--- src/rtl/uir_pkg.sv ---
package uir_pkg;
    localparam int REG_W      = 32;
    localparam int OFF_STATE  = 'h00;
    localparam int OFF_ENABLE = 'h04;
    localparam int OFF_TEST   = 'h08;

    // bit index of each cause, shared by all three registers
    typedef enum int {
        SRC_TX_LVL  = 0,
        SRC_RX_LVL  = 1,
        SRC_TX_IDLE = 2,
        SRC_RX_OVR  = 3
    } src_e;

    typedef struct packed {
        logic hit_state;
        logic hit_enable;
        logic hit_test;
    } sel_t;
endpackage

--- src/rtl/uir_decode.sv ---
module uir_decode
    import uir_pkg::*;
#(
    parameter int ADDR_W = 8
) (
    input  logic [ADDR_W-1:0] addr_i,
    output sel_t              sel_o
);
    // full-width compare: misaligned or aliased offsets hit nothing
    always_comb begin
        sel_o            = '0;
        sel_o.hit_state  = (addr_i == ADDR_W'(OFF_STATE));
        sel_o.hit_enable = (addr_i == ADDR_W'(OFF_ENABLE));
        sel_o.hit_test   = (addr_i == ADDR_W'(OFF_TEST));
    end
endmodule

--- src/rtl/uir_state_bank.sv ---
module uir_state_bank #(
    parameter int NUM_SRC = 4
) (
    input  logic               clk_i,
    input  logic               rst_ni,
    input  logic [NUM_SRC-1:0] set_i,
    input  logic [NUM_SRC-1:0] clr_i,
    output logic [NUM_SRC-1:0] state_o
);
    typedef struct packed {
        logic [NUM_SRC-1:0] bits;
    } bank_t;

    bank_t              bank_d, bank_q;
    logic [NUM_SRC-1:0] bit_d;

    // set has priority over clear so that an event is never dropped
    for (genvar k = 0; k < NUM_SRC; k++) begin : g_bit
        assign bit_d[k] = set_i[k] | (bank_q.bits[k] & ~clr_i[k]);
    end

    always_comb begin
        bank_d      = bank_q;
        bank_d.bits = bit_d;
    end

    always_ff @(posedge clk_i or negedge rst_ni) begin
        if (!rst_ni) begin
            bank_q <= '0;
        end else begin
            bank_q <= bank_d;
        end
    end

    assign state_o = bank_q.bits;
endmodule

--- src/rtl/uir_rdmux.sv ---
module uir_rdmux
    import uir_pkg::*;
#(
    parameter int NUM_SRC = 4
) (
    input  logic               re_i,
    input  sel_t               sel_i,
    input  logic [NUM_SRC-1:0] state_i,
    input  logic [NUM_SRC-1:0] enable_i,
    output logic [REG_W-1:0]   rdata_o
);
    localparam int PAD_W = REG_W - NUM_SRC;

    always_comb begin
        rdata_o = '0;
        if (re_i) begin
            if (sel_i.hit_state) begin
                rdata_o = {{PAD_W{1'b0}}, state_i};
            end else if (sel_i.hit_enable) begin
                rdata_o = {{PAD_W{1'b0}}, enable_i};
            end
            // force register is write-only and reads as zero
        end
    end
endmodule

--- src/rtl/uart_irq_regs.sv ---
module uart_irq_regs
    import uir_pkg::*;
#(
    parameter int NUM_SRC = 4,
    parameter int ADDR_W  = 8
) (
    input  logic               clk_i,
    input  logic               rst_ni,
    input  logic               reg_we_i,
    input  logic               reg_re_i,
    input  logic [ADDR_W-1:0]  reg_addr_i,
    input  logic [REG_W-1:0]   reg_wdata_i,
    output logic [REG_W-1:0]   reg_rdata_o,
    input  logic [NUM_SRC-1:0] event_i,
    output logic [NUM_SRC-1:0] irq_o
);
    typedef struct packed {
        logic [NUM_SRC-1:0] en;
    } en_reg_t;

    sel_t               sel;
    logic [NUM_SRC-1:0] wr_bits;
    logic [NUM_SRC-1:0] clr_mask;
    logic [NUM_SRC-1:0] set_mask;
    logic [NUM_SRC-1:0] state_q;
    logic [NUM_SRC-1:0] enable_q;
    en_reg_t            en_d, en_q;
    logic               unused_wdata;

    assign wr_bits      = reg_wdata_i[NUM_SRC-1:0];
    assign unused_wdata = ^reg_wdata_i[REG_W-1:NUM_SRC];

    uir_decode #(.ADDR_W(ADDR_W)) u_decode (
        .addr_i (reg_addr_i),
        .sel_o  (sel)
    );

    always_comb begin
        clr_mask = (reg_we_i && sel.hit_state) ? wr_bits : '0;
        set_mask = event_i | ((reg_we_i && sel.hit_test) ? wr_bits : '0);
        en_d     = en_q;
        if (reg_we_i && sel.hit_enable) begin
            en_d.en = wr_bits;
        end
    end

    always_ff @(posedge clk_i or negedge rst_ni) begin
        if (!rst_ni) begin
            en_q <= '0;
        end else begin
            en_q <= en_d;
        end
    end

    assign enable_q = en_q.en;

    uir_state_bank #(.NUM_SRC(NUM_SRC)) u_bank (
        .clk_i   (clk_i),
        .rst_ni  (rst_ni),
        .set_i   (set_mask),
        .clr_i   (clr_mask),
        .state_o (state_q)
    );

    uir_rdmux #(.NUM_SRC(NUM_SRC)) u_rdmux (
        .re_i     (reg_re_i),
        .sel_i    (sel),
        .state_i  (state_q),
        .enable_i (enable_q),
        .rdata_o  (reg_rdata_o)
    );

    assign irq_o = state_q & enable_q;
endmodule

--- config.mk ---
export PLATFORM = sky130hd
export DESIGN_NAME = uart_irq_regs
export DESIGN_NICKNAME = d
export VERILOG_FILES = /design/src/rtl/uir_pkg.sv /design/src/rtl/uir_decode.sv /design/src/rtl/uir_state_bank.sv /design/src/rtl/uir_rdmux.sv /design/src/rtl/uart_irq_regs.sv
export SDC_FILE = /design/constraint.sdc
export NUM_CORES = 1
export LEC_CHECK = 0
export BUFFER_PORTS_ARGS = -buffer_cell sky130_fd_sc_hd__clkbuf_2
export CAP_MARGIN = 10
export CORE_ASPECT_RATIO = 1.1
export CORE_MARGIN = 8
export CORE_UTILIZATION = 33
export DETAILED_ROUTE_END_ITERATION = 8
export PLACE_DENSITY = 0.8
export SKIP_CTS_REPAIR_TIMING = 1
export SYNTH_ARGS = -nofsm -noshare
export SYNTH_HDL_FRONTEND = slang
export SYNTH_SLANG_ARGS = --single-unit
export TNS_END_PERCENT = 20
--- constraint.sdc ---
create_clock -name clk_i -period 1.1 [get_ports clk_i]
set_input_delay 0.11 -clock clk_i [delete_from_list [all_inputs] [get_ports clk_i]]
set_output_delay 0.11 -clock clk_i [all_outputs]
set_load 0.01 [all_outputs]
==> results of run 1 <==
## final timing paths
kind | startpoint | end | slack, ns
worst max-delay path | reg_addr_i[0] | reg_rdata_o[0] | -0.13
worst min-delay path | event_i[0] | u_bank.state_o[0]$_DFF_PN0_ | 0.06
worst max register to register | u_bank.state_o[2]$_DFF_PN0_ | u_bank.state_o[2]$_DFF_PN0_ | 0.15
max in group asynchronous | rst_ni | en_q[2]$_DFFE_PN0P_ | 0.70
worst min register to register | en_q[1]$_DFFE_PN0P_ | en_q[1]$_DFFE_PN0P_ | 0.52
min in group asynchronous | rst_ni | u_bank.state_o[0]$_DFF_PN0_ | 0.23
## power groups by stage
stage / registers [W] / logic (W) / clock network (W)
2_1_floorplan: 0.000310 / 0.000160 / 0
3_3_place_gp: 0.000311 / 0.000162 / 0
3_5_place_dp: 0.000312 / 0.000164 / 0
4_1_cts: 0.000306 / 0.000165 / 0.000246
5_1_grt: 0.000307 / 0.000189 / 0.000254
6_report: 0.000306 / 0.000174 / 0.000236
## state kept, by name, indices dropped and copies added (netlist names)
register and cells:
en_q 4, u_bank.state_o 4
## per-stage QoR
step           power [W]  hold slack [ns]  utilization
2_1_floorplan   0.000470           -0.186            -
3_3_place_gp    0.000473          -0.0353        0.401
3_5_place_dp    0.000476          -0.0310        0.401
4_1_cts         0.000717           -0.317        0.412
5_1_grt         0.000751           0.0572        0.423
6_report        0.000717           0.0571        0.423
## kinds of logic (layout without fill, tap and decap cells)
group / Yosys count / in the layout / share of synthesized area
AO/OA/AOI/OAI: 8 / 8 / 0.0907
other: 1 / 28 / 0.00523
flip-flops: 8 / 8 / 0.279
multiplexers: 8 / 8 / 0.119
buffers and inverters: 33 / 42 / 0.321
AND/OR/NAND/NOR: 15 / 15 / 0.185
## cell type report
class                      count  area [sq um]
timing repair buffer          35           204
clock buffer                   3          22.5
inverter                       4          15.0
tap                           28          35.0
sequential                     8           200
fill                         204          1180
multi-input combinational     59           388
## synthesized netlist by cell type
| cell | n |
|---|---|
| a311o_1 | 4 |
| a31oi_1 | 4 |
| and2_1 | 4 |
| and2_2 | 1 |
| buf_2 | 1 |
| buf_4 | 28 |
| conb_1 | 1 |
| dfrtp_1 | 8 |
| inv_1 | 4 |
| mux2_2 | 4 |
| mux2i_1 | 4 |
| nand4_4 | 1 |
| nand4b_1 | 1 |
| nor2_1 | 5 |
| nor2b_1 | 1 |
| nor4_4 | 1 |
| nor4b_4 | 1 |
## metal layers
| layer | routed length [um] | GRT usage | vias up |
|---|---|---|---|
| li1 | - | - | 268 |
| met1 | 622 | 0.0719 | 259 |
| met2 | 759 | 0.143 | 53 |
| met3 | 306 | 0.0256 | 6 |
| met4 | 67 | 0.0787 | 0 |
| met5 | 0 | 0 | - |
==> flow_summary_export.csv, run 1 <==
group,metric,value,unit
run_status,status,"finished with violations",
run_status,violations,"negative setup slack",
flow_run,maxCapViolations,0,
cells_and_area,layout_commonest_cell,"conb_1",
synth,syn-cell-area,717,sq um
place,place_congestion,0.806,
power_and_ir_drop,vdd_drop_max,682,uV
synth,synth_top_area_cell,"buf_4",
worst_hold_path,hold_class,"primary input to flip-flop",
sta,slew_violations,0,
detailed_routing,routed_wl,1760,um
clock_tree,path_clk_slew,0.06,ns
cells_and_area,fin_nets,159,
sta,fin_crit,1.23,ns
setup_path,slowest_delay,0.32,ns
grt,grt_pass1_vias,588,
setup_path,cp.arrival,1.12,ns
grt,grt_first_pass_wirelength,2430,um
clock_tree,clock_latency,0.26,ns
setup_path,cpMaxStageDelayCell,"nor4_4",
synth,synth_top_area_frac,0.293,
clock_tree,tritoncts,"done",
cells_and_area,syn2layout_area_growth,20.6,%
floorplan,core,2040,sq um
synth,ys_ff_latch,8,
power_and_ir_drop,switching_share,0.308,
power_and_ir_drop,comb_power_share,0.243,
synth,synth_cell_types,17,
detailed_routing,drt_iter0_markers,9,
synth,avgSynthCellArea,9.82,sq um
setup_path,cp.depth,5,
grt,grt_overflow,0,
clock_tree,cts_root_buffer,"clkbuf_4",
power_and_ir_drop,switchingPower,0.000221,W
setup_path,critPathTopFamily,"simple AND/OR/NAND/NOR gates",
detailed_routing,viasPerCell,4.28,
synth,ys_warn_count,0,
sta,setup_viol,4,
synth,synthTopCellsByArea,"buf_4, dfrtp_1, mux2_2",
setup_path,start_kind,"primary input",
clock_tree,clock_path_buffers,2,
grt,grt_usage,0.0825,
synth,syn_inst,73,
cells_and_area,final_cell_mix,"conb_1, clkbuf_2, dfrtp_1",
power_and_ir_drop,p_leak,0.494,nW
detailed_routing,post_drt_wl_per_cell,12.8,um
sta,setup_slack,-0.127,ns
cells_and_area,final_cell_area,865,sq um
grt,grt_max_degree,9,
floorplan,rows,17,
detailed_routing,via_count,586,
setup_path,cp_max_fo,4,
setup_path,worst_setup_path_end_kind,"primary output",
worst_hold_path,holdPathStages,2,
sta,skew,0,ns
place,dp_hpwl,1500,um
sta,setup_tns,-0.423,ns
setup_path,required,0.99,ns
grt,antenna_found_initial,0,
synth,synth-seq-area-share,0.279,
floorplan,die_h,64.9,um
detailed_routing,ant_nets,0,
setup_path,worstSetupPathType,"primary input to primary output",
setup_path,r2r_cells,3,
sta,hold_viol,0,
floorplan,initial_core_util,0.351,
place,post_dp_cell_area,818,sq um
power_and_ir_drop,p_per_area,829,nW/um^2
clock_tree,htree_levels,1,
detailed_routing,drt-pass1-iter-count,4,
floorplan,die_x,60.4,um
sta,max_clock_freq,815,MHz
power_and_ir_drop,intPower,0.000496,W
power_and_ir_drop,p_seq_frac,0.427,
floorplan,io_pins,84,
floorplan,dieArea,3920,sq um
setup_path,path_cells,"buf_6, nor4_4, nand4b_1, nor2_1, clkbuf_2",
clock_tree,clock_sinks,8,
place,dp_cells,132,
place,place_ws,-0.170,ns
setup_path,worst-path-buf-inv,2,
detailed_routing,drc,0,
clock_tree,cts_buffers,3,
cells_and_area,final_cells,137,
sta,fin_crit_sh,1.12,
cells_and_area,layout-drive-gt1-share,0.413,
power_and_ir_drop,clockPowerShare,0.329,
sta,rsz0062_at_grt,"yes",
place,port_buffers,27,
cells_and_area,antenna_cells,0,
Note: power is estimated with default switching activity, not from simulation.
==> run 2, diff against run 1 <==
- CORE_UTILIZATION: 33 -> 29
- PLACE_DENSITY: 0.8 -> 0.74
- RECOVER_POWER: default -> 100
- clock period: 1.1 -> 1.09 ns (I/O delays scaled with it)
==> run 2 against run 1 <==
Compared with the run above: the run still ends with negative setup slack left; critical endpoint unchanged; clock-buffer cell count stayed put; cell count is 1.5% higher; utilization is 6.9 points lower; worst setup slack better by 0.020 ns; critical path depth stayed put; clock power is 8.9% lower; via count is 4.3% lower; non-clock buffer count is 1 lower; highest routed layer unchanged; routed wire length is 10% lower; first-iteration DRC count is 56% lower.
==> flow_summary_export.csv, run 2 (synthesized netlist as in run 1, its figures left out) <==
group,metric,value,unit
detailed_routing,viasPerCell,4.04,
sta,setup_viol,4,
place,dp_hpwl,1460,um
setup_path,worstSetupPathType,"primary input to primary output",
cells_and_area,final_cell_mix,"conb_1, clkbuf_2, dfrtp_1",
power_and_ir_drop,p_per_area,809,nW/um^2
detailed_routing,ant_nets,0,
clock_tree,path_clk_slew,0.05,ns
sta,skew,0,ns
power_and_ir_drop,p_leak,0.488,nW
sta,rsz0062_at_grt,"yes",
sta,setup_slack,-0.108,ns
sta,slew_violations,0,
cells_and_area,layout_commonest_cell,"conb_1",
place,port_buffers,27,
place,place_congestion,0.703,
floorplan,rows,19,
worst_hold_path,hold_class,"primary input to flip-flop",
cells_and_area,antenna_cells,0,
sta,max_clock_freq,835,MHz
detailed_routing,via_count,561,
clock_tree,tritoncts,"done",
place,dp_cells,134,
grt,grt_max_degree,9,
setup_path,start_kind,"primary input",
sta,fin_crit_sh,1.10,
detailed_routing,drc,0,
floorplan,initial_core_util,0.296,
cells_and_area,syn2layout_area_growth,19.9,%
run_status,status,"finished with violations",
grt,grt_first_pass_wirelength,2500,um
cells_and_area,final_cells,139,
setup_path,r2r_cells,3,
grt,grt_overflow,0,
cells_and_area,final_core_util,0.354,
clock_tree,clock_sinks,8,
clock_tree,htree_levels,1,
run_status,violations,"negative setup slack",
grt,grt_usage,0.0719,
power_and_ir_drop,vdd_drop_max,553,uV
floorplan,core,2420,sq um
sta,hold_ws,0.0619,ns
floorplan,io_pins,84,
setup_path,worst_setup_path_end_kind,"primary output",
setup_path,cp.arrival,1.09,ns
sta,hold_viol,0,
setup_path,cp_max_fo,4,
detailed_routing,drt-pass1-iter-count,4,
floorplan,die_h,68.2,um
clock_tree,cts_root_buffer,"clkbuf_4",
grt,antenna_found_initial,0,
flow_run,maxCapViolations,0,
detailed_routing,routed_wl,1580,um
clock_tree,clock_path_buffers,2,
sta,setup_tns,-0.400,ns
sta,fin_crit,1.20,ns
power_and_ir_drop,fin_total_pwr,0.000695,W
grt,grt_pass1_vias,586,
setup_path,required,0.98,ns
cells_and_area,fin_nets,158,
detailed_routing,post_drt_wl_per_cell,11.4,um
floorplan,die_x,63.4,um
detailed_routing,drt_iter0_markers,4,
worst_hold_path,holdPathStages,2,
clock_tree,cts_buffers,3,
clock_tree,clock_latency,0.25,ns
cells_and_area,layout-drive-gt1-share,0.398,
floorplan,dieArea,4320,sq um
run 2: final cells by class:
type	count	area, sq um
Clock buffer	3	22.5
Tap cell	31	38.8
Timing Repair Buffer	34	195
Multi-Input combinational cell	59	388
Inverter	4	15.0
Sequential cell	8	200
Fill cell	266	1570
run 2: power breakdown:
part	switching (W)	leakage, nW	total, W	internal (W)
logic	0.000104	0.384	0.000170	0.0000663
clock network	0.0000900	0.0138	0.000215	0.000125
registers	0.00000445	0.0902	0.000310	0.000305
total	0.000198	0.488	0.000695	0.000497
run 2: final timing paths:
path / startpoint / end / slack (ns)
worst max-delay path: reg_addr_i[7] / reg_rdata_o[0] / -0.11
worst max register to register: u_bank.state_o[1]$_DFF_PN0_ / u_bank.state_o[1]$_DFF_PN0_ / 0.16
min in group asynchronous: rst_ni / u_bank.state_o[3]$_DFF_PN0_ / 0.30
worst min register to register: en_q[2]$_DFFE_PN0P_ / en_q[2]$_DFFE_PN0P_ / 0.52
max in group asynchronous: rst_ni / u_bank.state_o[1]$_DFF_PN0_ / 0.49
worst min-delay path: event_i[1] / u_bank.state_o[1]$_DFF_PN0_ / 0.06
run 2: per-layer routing:
metal / part of all wire / vias up / track usage
met5: 0 / - / 0
met4: 0.013 / 0 / 0.0501
met3: 0.14 / 2 / 0.0393
met2: 0.52 / 37 / 0.138
met1: 0.33 / 254 / 0.0548
li1: - / 268 / -
run 2: worst max-delay path, stage by stage:
cell	delay [ns]
buf_6	0.10
nor4_4	0.32
nand4b_1	0.26
nor2_1	0.16
clkbuf_2	0.14
run 2: per-stage QoR:
stage          area (sq um)  setup WS, ns
5_1_grt                 860        -0.182
4_1_cts                 837        -0.160
6_report                860        -0.108
3_5_place_dp            815        -0.198
3_3_place_gp            815        -0.142
2_1_floorplan           818      -0.00608
